File: src/rtl/scg_pkg.sv
package scg_pkg;
  typedef enum logic [1:0] {
    CO_IDLE = 2'd0,
    CO_PRE  = 2'd1,
    CO_POST = 2'd2
  } coast_st_t;
endpackage

File: src/rtl/scg_sync.sv
module scg_sync #(
  parameter int STAGES = 2
) (
  input  logic clk,
  input  logic rst,
  input  logic din,
  output logic dout
);
  logic [STAGES-1:0] chain_q;

  always_ff @(posedge clk) begin
    if (rst) chain_q <= '0;
    else     chain_q <= {chain_q[STAGES-2:0], din};
  end

  assign dout = chain_q[STAGES-1];
endmodule

File: src/rtl/scg_rise_det.sv
module scg_rise_det (
  input  logic clk,
  input  logic rst,
  input  logic din,
  output logic rise
);
  logic d_q;

  always_ff @(posedge clk) begin
    if (rst) d_q <= 1'b0;
    else     d_q <= din;
  end

  assign rise = din & ~d_q;
endmodule

File: src/rtl/scg_frame_meter.sv
module scg_frame_meter #(
  parameter int LINE_W = 11
) (
  input  logic              clk,
  input  logic              rst,
  input  logic              hs_rise,
  input  logic              vs_rise,
  output logic [LINE_W-1:0] line_cnt,
  output logic [LINE_W-1:0] frame_len,
  output logic              locked
);
  localparam logic [LINE_W-1:0] LINE_MAX = '1;

  logic seen_vs_q;
  logic have_len_q;

  always_ff @(posedge clk) begin
    if (rst) begin
      line_cnt   <= '0;
      frame_len  <= '0;
      locked     <= 1'b0;
      seen_vs_q  <= 1'b0;
      have_len_q <= 1'b0;
    end else if (vs_rise) begin
      // a coincident hsync edge is the first line of the new frame
      line_cnt  <= hs_rise ? LINE_W'(1) : '0;
      seen_vs_q <= 1'b1;
      if (seen_vs_q) begin
        locked     <= have_len_q && (line_cnt == frame_len);
        frame_len  <= line_cnt;
        have_len_q <= 1'b1;
      end
    end else if (hs_rise && (line_cnt != LINE_MAX)) begin
      line_cnt <= line_cnt + LINE_W'(1);
    end
  end
endmodule

File: src/rtl/scg_coast_fsm.sv
module scg_coast_fsm
  import scg_pkg::*;
#(
  parameter int LINE_W = 11,
  parameter int WIN_W  = 8
) (
  input  logic              clk,
  input  logic              rst,
  input  logic              hs_rise,
  input  logic              vs_rise,
  input  logic [LINE_W-1:0] line_cnt,
  input  logic [LINE_W-1:0] frame_len,
  input  logic              locked,
  input  logic [WIN_W-1:0]  pre_lines,
  input  logic [WIN_W-1:0]  post_lines,
  output coast_st_t         st_q,
  output logic              coast_next
);
  localparam int PAD_W = LINE_W - WIN_W;

  coast_st_t        st_n;
  logic [WIN_W-1:0] cnt_q, cnt_n;
  logic [LINE_W-1:0] pre_ext;
  logic             pre_hit;
  logic [WIN_W-1:0] post_start;

  assign pre_ext    = {{PAD_W{1'b0}}, pre_lines};
  assign post_start = hs_rise ? WIN_W'(1) : '0;
  assign pre_hit    = locked && (pre_lines != '0) && (pre_ext < frame_len)
                      && hs_rise && (line_cnt == (frame_len - pre_ext));

  always_comb begin
    st_n  = st_q;
    cnt_n = cnt_q;
    unique case (st_q)
      CO_IDLE: begin
        if (vs_rise) begin
          if (post_lines != '0) begin
            st_n  = CO_POST;
            cnt_n = post_start;
          end
        end else if (pre_hit) begin
          st_n = CO_PRE;
        end
      end
      CO_PRE: begin
        if (vs_rise) begin
          if (post_lines != '0) begin
            st_n  = CO_POST;
            cnt_n = post_start;
          end else begin
            st_n = CO_IDLE;
          end
        end
      end
      CO_POST: begin
        if (vs_rise) begin
          if (post_lines != '0) cnt_n = post_start;
          else                  st_n  = CO_IDLE;
        end else if (hs_rise) begin
          if (cnt_q >= post_lines) st_n  = CO_IDLE;
          else                     cnt_n = cnt_q + WIN_W'(1);
        end
      end
      default: st_n = CO_IDLE;
    endcase
  end

  always_ff @(posedge clk) begin
    if (rst) begin
      st_q  <= CO_IDLE;
      cnt_q <= '0;
    end else begin
      st_q  <= st_n;
      cnt_q <= cnt_n;
    end
  end

  assign coast_next = (st_n != CO_IDLE);
endmodule

File: src/rtl/sync_coast_gen.sv
module sync_coast_gen
  import scg_pkg::*;
#(
  parameter int LINE_W      = 11,
  parameter int WIN_W       = 8,
  parameter int SYNC_STAGES = 2,
  parameter int PRE_RST     = 2,
  parameter int POST_RST    = 10
) (
  input  logic             clk,
  input  logic             rst,
  input  logic             hsync_in,
  input  logic             vsync_in,
  input  logic             ext_coast_in,
  input  logic             cfg_we,
  input  logic             cfg_src,
  input  logic [WIN_W-1:0] cfg_pre,
  input  logic [WIN_W-1:0] cfg_post,
  output logic             coast_out,
  output logic             hsync_gated_out
);
  logic              src_q;
  logic [WIN_W-1:0]  pre_q;
  logic [WIN_W-1:0]  post_q;
  logic              hs_rise;
  logic              vs_rise;
  logic              ext_s;
  logic [LINE_W-1:0] line_cnt;
  logic [LINE_W-1:0] frame_len;
  logic              locked;
  coast_st_t         st_q;
  logic              coast_int;
  logic              coast_sel;

  always_ff @(posedge clk) begin
    if (rst) begin
      src_q  <= 1'b0;
      pre_q  <= WIN_W'(PRE_RST);
      post_q <= WIN_W'(POST_RST);
    end else if (cfg_we) begin
      src_q  <= cfg_src;
      pre_q  <= cfg_pre;
      post_q <= cfg_post;
    end
  end

  scg_rise_det u_hs_edge (.clk(clk), .rst(rst), .din(hsync_in), .rise(hs_rise));
  scg_rise_det u_vs_edge (.clk(clk), .rst(rst), .din(vsync_in), .rise(vs_rise));

  scg_sync #(.STAGES(SYNC_STAGES)) u_ext_sync (
    .clk(clk), .rst(rst), .din(ext_coast_in), .dout(ext_s)
  );

  scg_frame_meter #(.LINE_W(LINE_W)) u_meter (
    .clk(clk), .rst(rst), .hs_rise(hs_rise), .vs_rise(vs_rise),
    .line_cnt(line_cnt), .frame_len(frame_len), .locked(locked)
  );

  scg_coast_fsm #(.LINE_W(LINE_W), .WIN_W(WIN_W)) u_fsm (
    .clk(clk), .rst(rst), .hs_rise(hs_rise), .vs_rise(vs_rise),
    .line_cnt(line_cnt), .frame_len(frame_len), .locked(locked),
    .pre_lines(pre_q), .post_lines(post_q),
    .st_q(st_q), .coast_next(coast_int)
  );

  assign coast_sel = src_q ? ext_s : coast_int;

  always_ff @(posedge clk) begin
    if (rst) begin
      coast_out       <= 1'b0;
      hsync_gated_out <= 1'b0;
    end else begin
      coast_out       <= coast_sel;
      hsync_gated_out <= hsync_in & ~coast_sel;
    end
  end
endmodule

File: config.mk
export PLATFORM = sky130hd
export DESIGN_NAME = sync_coast_gen
export DESIGN_NICKNAME = d
export VERILOG_FILES = /design/src/rtl/scg_pkg.sv /design/src/rtl/scg_sync.sv /design/src/rtl/scg_rise_det.sv /design/src/rtl/scg_frame_meter.sv /design/src/rtl/scg_coast_fsm.sv /design/src/rtl/sync_coast_gen.sv
export SDC_FILE = /design/constraint.sdc
export NUM_CORES = 1
export LEC_CHECK = 0
export BUFFER_PORTS_ARGS = -buffer_cell sky130_fd_sc_hd__buf_2
export CORE_AREA = 5 5 81 83
export CTS_CLUSTER_SIZE = 30
export DETAILED_ROUTE_END_ITERATION = 7
export DIE_AREA = 0 0 86 88
export PLACE_DENSITY_LB_ADDON = 0.2
export SYNTH_ARGS = -nofsm -noshare
export SYNTH_HDL_FRONTEND = slang
export SYNTH_SLANG_ARGS = --single-unit
File: constraint.sdc
create_clock -name clk -period 4.3 [get_ports clk]
set_input_delay 0.215 -clock clk [delete_from_list [all_inputs] [get_ports clk]]
set_output_delay 0.215 -clock clk [all_outputs]
set_load 0.02 [all_outputs]
After elaboration in Yosys (flattened, before gate mapping) --
Index checks and enable logic that the tools add are counted. W data, S select, Z words.
Word-level totals: bits in registers 58, logic and storage cells 70
Operators by class: $add $sub $neg 3, order comparisons 2, equal/unequal tests 8, multiplexer cells 21, bitwise logic cells 6, reduce and logical (&&, ||, !) cells 15
Operators with widths (count):
- $mux W8 | 5
- $eq A11 B11 Y1 | 2
- $mux W11 | 2
- $mux W2 | 9
- $pmux W8 S2 | 1
- $reduce_bool A8 Y1 | 2
- $add A11 B1 Y11 const B | 1
- $lt A8 B11 Y1 | 1
- $ne A11 B11 Y1 const B | 1
- $sub A11 B8 Y11 | 1
- $add A8 B1 Y8 const B | 1
- $ge A8 B8 Y1 | 1
- $logic_and A1 B1 Y1 | 6
- $pmux W2 S3 | 1
- $reduce_bool A2 Y1 | 3
- $reduce_and A4 Y1 | 1
- $and A1 B1 Y1 | 3
- $mux W1 | 3
- $ne A3 B1 Y1 const B | 1
- $ne A3 B2 Y1 const B | 1
- $not A1 Y1 | 3
- $eq A2 B1 Y1 const B | 1
- $eq A2 B2 Y1 const B | 1
- $logic_not A2 Y1 | 1
- other kinds (3) | 3

Logic depth before layout (Yosys ltp) --
depth after elaboration 12, mapped depth 10, gate-level depth less buffers 10

By module --
A second synthesis with hierarchy kept.
Unflattened totals: cells, all modules 395, area total of the unflattened synthesis 3405.8 sq um
Modules (own cells, without submodules):
- scg_coast_fsm | instances 1, cells an instance 182, area each 1377.6 sq um
- scg_frame_meter | instances 1, cells an instance 143, area each 1194.9 sq um
- sync_coast_gen | instances 1, cells an instance 60, area each 685.7 sq um
- scg_rise_det | instances 2, cells an instance 3, area each 47.5 sq um
- scg_sync | instances 1, cells an instance 4, area each 52.6 sq um

Worst setup path after synthesis --
OpenSTA, ideal clock, no wires.
path kind reg-to-reg, from register u_fsm.cnt_q[0], to register u_fsm.cnt_q[3], arrival time 2.393 ns, required time 4.226 ns, setup slack 1.833 ns, stages on the path, launching flop included 10, buffers on the path 0, cells stage by stage dfxtp_1 > inv_1 > ha_1 > nand2b_4 > a2111oi_4 > a2111oi_1 > or3_4 > a211o_1 > or3_1 > a31oi_1
On the way: longest elaborated chain between the ends 5
Ends and longest elaborated chain:
- start: declaration | line scg_coast_fsm.sv:22 | logic [WIN_W-1:0] cnt_q, cnt_n;
- start signal: assignment | line scg_coast_fsm.sv:75 | cnt_q <= cnt_n;
- $add A8 B1 Y8 | line scg_coast_fsm.sv:62 | else cnt_n = cnt_q + WIN_W'(1);
- $mux W8 | line scg_coast_fsm.sv:61 | if (cnt_q >= post_lines) st_n = CO_IDLE;
- $mux W8 | line scg_coast_fsm.sv:60 | end else if (hs_rise) begin
- $mux W8 | line scg_coast_fsm.sv:57 | if (vs_rise) begin
- $pmux W8 S2 | line scg_coast_fsm.sv:35 | unique case (st_q)
Parallel ways exist; a longest one is shown, timed or not. The select of a mux whose other input is x is not followed. A chain may end at the register's enable or synchronous reset.

Worst setup path after layout --
from register u_meter.frame_len[0], to register coast_out
On the way: longest elaborated chain between the ends 9
Ends and longest elaborated chain:
- start: declaration | line scg_frame_meter.sv:9 | output logic [LINE_W-1:0] frame_len,
- start signal: assignment | line scg_frame_meter.sv:30 | frame_len <= line_cnt;
- parallel branches: the longest is 3 deep, another holds $sub A11 B8 Y11
- $logic_and A1 B1 Y1 * | line scg_coast_fsm.sv:30 | && hs_rise && (line_cnt == (frame_len - pre_ext));
- $mux W2 * | line scg_coast_fsm.sv:42 | end else if (pre_hit) begin
- $mux W2 * | line scg_coast_fsm.sv:37 | if (vs_rise) begin
- $pmux W2 S3 * | line scg_coast_fsm.sv:35
- $reduce_bool A2 Y1 * | line scg_coast_fsm.sv:79 | assign coast_next = (st_n != CO_IDLE);
- $mux W1 * | line sync_coast_gen.sv:66 | assign coast_sel = src_q ? ext_s : coast_int;
- end signal: assignment | line sync_coast_gen.sv:73 | coast_out <= coast_sel;
- end: declaration | line sync_coast_gen.sv:19 | output logic coast_out,
Mark *: on every way between the ends.

==> summary.txt <==
STA
  • Final setup TNS: 0 ns
  • Minimum clock period: between 2 and 3 ns
  • Fmax: 0.3651 GHz
  • Tcrit/Tclk final: 0.6371
  • Final setup fails: 0
  • Clock Skews: roughly 0.0056 ns
  • Slew @ Worst Pin: approximately 0.77 ns
  • Final hold violation count: 0
  • RSZ-0062 raised after global routing: false
  • Max transition margin: 0.4846
  • Slew Viols, Final: 0

Worst hold path
  • Hold Path Class: in -> reg
  • HP Start: ext_coast_in
  • Hold path depth: 2

Critical path
  • CP Launch Type: register
  • Worst reg2reg path depth: 10
  • Req. time, crit path: between 4 and 5 ns
  • Critical path fanouts, max: 3
  • CP Class: reg -> reg
  • CP Cell Sequence: inv_1 > ha_1 > fa_1 > nand2b_1 > nor2b_1 > o311ai_1 > o2111ai_1 > nor4_1 > a41o_1 > and3_1
  • Critical-path cell with the highest stage delay: o311ai_1
  • Worst Setup End Kind: register
  • FF-to-FF Start: u_meter.frame_len[0]
  • Worst EP arrival: between 3 and 4 ns
  • Max incr delay on CP: 0.43 ns
  • Setup crit start: u_meter.frame_len[0]

Clocking
  • Insertion delay to the later sink of the worst-skew pair: 0.34 ns
  • Cts bufs inserted: 9
  • CTS Root Cell: clkbuf_8
  • H-tree depth: 3
  • Clk slew on worst S/H paths: 0.07 ns
  • Clock sinks: between 50 and 60
  • CTS tree: built
  • Max clock buf depth: 2
  • Hold_buf cts: 0
  • Cts repair resizes: 0
  • Setup Buffers After CTS: 0

Synthesis
  • Syn Area/Cell: ~8.3 um2
  • Post-synth top area share: 0.3503
  • Seq cells post-synth: 58
  • Synth Net Count: ~440
  • Netlist cell types: 56
  • Warnings from Yosys: 0
  • Synth area leaders: dfxtp_1 35%, ha_1 6.8%, nor2_1 5.0%, nand2_1 4.9%, mux2i_1 4.5%
  • Area leader, netlist: dfxtp_1
  • Post-synth EDFFs: 0
  • Seq/Total Area, Yosys: 0.3503
  • Async SR Flop Fraction: 0
  • Synth Instances: 400
  • Cell Area, Synth: between 0.003 and 0.004 mm2
  • Primary FF master, synth: dfxtp_1

Placed design
  • Detailed Place HPWL: between 5000 and 6000 um
  • PortBufs: 24
  • Placed Cells: 479
  • Placer Congestion: between 0.8 and 0.9

GRT
  • Largest net degree at the start of global routing: 43
  • First-pass GRT wire length: around 13000 um
  • Initial antenna violation count: 0
  • GRT overflow: 0
  • GR Util All Layers: 0.2271
  • Number of global-route vias before repair: 2834

Power and ir drop
  • Internal Dissipation: about 0.95 mW
  • Share of power burned in registers: 0.446
  • Peak VDD IR: approximately 0.00021 V
  • Clock Power Share: 0.439
  • Switching portion of total power: 0.2518
  • Psw: roughly 0.32 mW
  • Leak: about 1.5 nW
  • Combinational cell fraction of total power: 0.114
  • Power per cell area: approximately 350 mW/mm2

Route
  • Final WL: between 7000 and 8000 um
  • WL per Instance: about 16 um
  • DR vias: around 2.9k
  • Drt pass-1 iters: 4
  • DR vias/cell: 5.785
  • Post-DRT Antenna Nets: 0
  • # DRC: 0
  • DRT iter0 DRCs: 214

Status
  • Status: completed

Layout
  • Share of layout cells above drive strength 1: 0.1122
  • Nets: between 400 and 500
  • # diodes: 0
  • Area growth from synthesis to layout: 10.68%
  • Util after Layout: 0.6346
  • Fin cells: 494

Floorplan
  • Die area: 0.007568 mm2
  • Die Y: 88 um
  • Core Box Area: approximately 0.0058 mm2
  • Top-level I/O count: 25
  • Row count: 28
  • Die width: 86 um
  • Starting Density: 0.5734

Flow run
  • Count of max-cap constraint violations: 0
sequential cells by signal, summed over array words and instances (netlist names):
signal / flops
u_meter.frame_len: 11
u_meter.line_cnt: 11
post_q: 8
pre_q: 8
u_fsm.cnt_q: 8
u_ext_sync.chain_q: 2
u_fsm.st_q: 2
coast_out: 1
hsync_gated_out: 1
src_q: 1
u_hs_edge.d_q: 1
u_meter.have_len_q: 1
u_meter.locked: 1
u_meter.seen_vs_q: 1
u_vs_edge.d_q: 1
per-layer routing:
metal | global-route usage | up-vias | routed length, um
met4 | 0.09353 | 0 | 135
met1 | 0.3163 | 1329 | 3728
met3 | 0.05080 | 13 | 497
li1 | - | 1435 | -
met2 | 0.3392 | 81 | 3373
met5 | 0 | - | 0
per-stage QoR:
stage	hold WS, ns	setup WS [ns]	total power [mW]	cell area [um2]
global placement	0.4222	1.679	0.7225	3452
CTS	0.07486	1.553	1.285	3669
finish	0.08835	1.561	1.276	3669
floorplan	0.3432	1.833	0.6856	3314
global route	0.08095	1.354	1.332	3669
detailed placement	0.4275	1.570	0.7257	3452
power groups by stage:
stage	clock (mW)	sequential, mW	combinational, mW
floorplan	0	0.577	0.108
global placement	0	0.580	0.142
detailed placement	0	0.581	0.144
CTS	0.570	0.569	0.146
global route	0.597	0.571	0.164
finish	0.561	0.570	0.145
final timing paths:
path	slack (ns)	end
worst min-delay path	0.09	u_ext_sync.chain_q[0]
worst max register to register	1.56	coast_out
worst min register to register	0.44	u_ext_sync.chain_q[1]
worst max-delay path	1.56	coast_out
layout make-up:
type | count | area [um2]
multi-input combinational | 300 | 1994
timing repair buffer | 24 | 120.1
fill | 530 | 2112
inverter | 22 | 82.58
sequential | 58 | 1161
clock buffer | 10 | 137.6
tap | 75 | 93.84
clock inverter | 5 | 78.83
synthesized netlist by cell type, types with 2 or more instances:
master and n:
a21oi_1 23, nand3b_1 2, o2111ai_1 2, xor2_1 16, nand4_1 7, mux2i_1 15
nand3_1 8, and2_1 7, or3_1 3, nand2_1 43, nand2b_1 3, ha_1 18
a211oi_1 2, nor2_1 44, or2_2 3, dfxtp_1 58, o21ai_0 13, xnor2_1 17
inv_1 22, o21a_1 4, and3_1 3, a31oi_1 7, nor4_1 10, o211ai_1 5
nor3_1 4, a311oi_1 3, and4_1 4, clkbuf_1 19, nor2b_1 8
cell families after synthesis:
kind of cell | count (synthesis) | share of synthesized area
multiplexers | 15 | 0.04530
flip-flops | 58 | 0.3503
XOR/XNOR | 33 | 0.08720
AND/OR/NAND/NOR | 153 | 0.2273
adder cells (fa/ha/maj) | 19 | 0.07399
AO/OA/AOI/OAI | 80 | 0.1680
buffers and inverters | 42 | 0.04794
critical path: cells and delay by family, from the launching register on:
kind            cells  cell delay (ns)
compound gates      3             0.85
fa+ha+maj           2             0.62
simple gates        4             0.79
flops               1             0.37
buf+inv             1             0.06
cell usage in the layout (no fill, tap or decap), types with 3 or more instances in the layout:
| cell | Yosys | layout |
|---|---|---|
| nor4_1 | 10 | 10 |
| or3_1 | 3 | 3 |
| nor2_1 | 44 | 44 |
| a311oi_1 | 3 | 3 |
| o21ai_0 | 13 | 13 |
| a21oi_1 | 23 | 23 |
| xnor2_1 | 17 | 17 |
| o211ai_1 | 5 | 5 |
| nor3_1 | 4 | 4 |
| clkbuf_8 | 0 | 10 |
| nand2b_1 | 3 | 3 |
| nand4_1 | 7 | 7 |
| a31oi_1 | 7 | 7 |
| and4_1 | 4 | 4 |
| ha_1 | 18 | 18 |
| and3_1 | 3 | 3 |
| o21a_1 | 4 | 4 |
| buf_2 | 1 | 24 |
| mux2i_1 | 15 | 15 |
| nand2_1 | 43 | 43 |
| dfxtp_1 | 58 | 58 |
| nor2b_1 | 8 | 8 |
| or2_2 | 3 | 3 |
| nand3_1 | 8 | 8 |
| inv_1 | 22 | 22 |
| xor2_1 | 16 | 16 |
| and2_1 | 7 | 7 |
No activity file was read; power rests on OpenSTA's default activity.
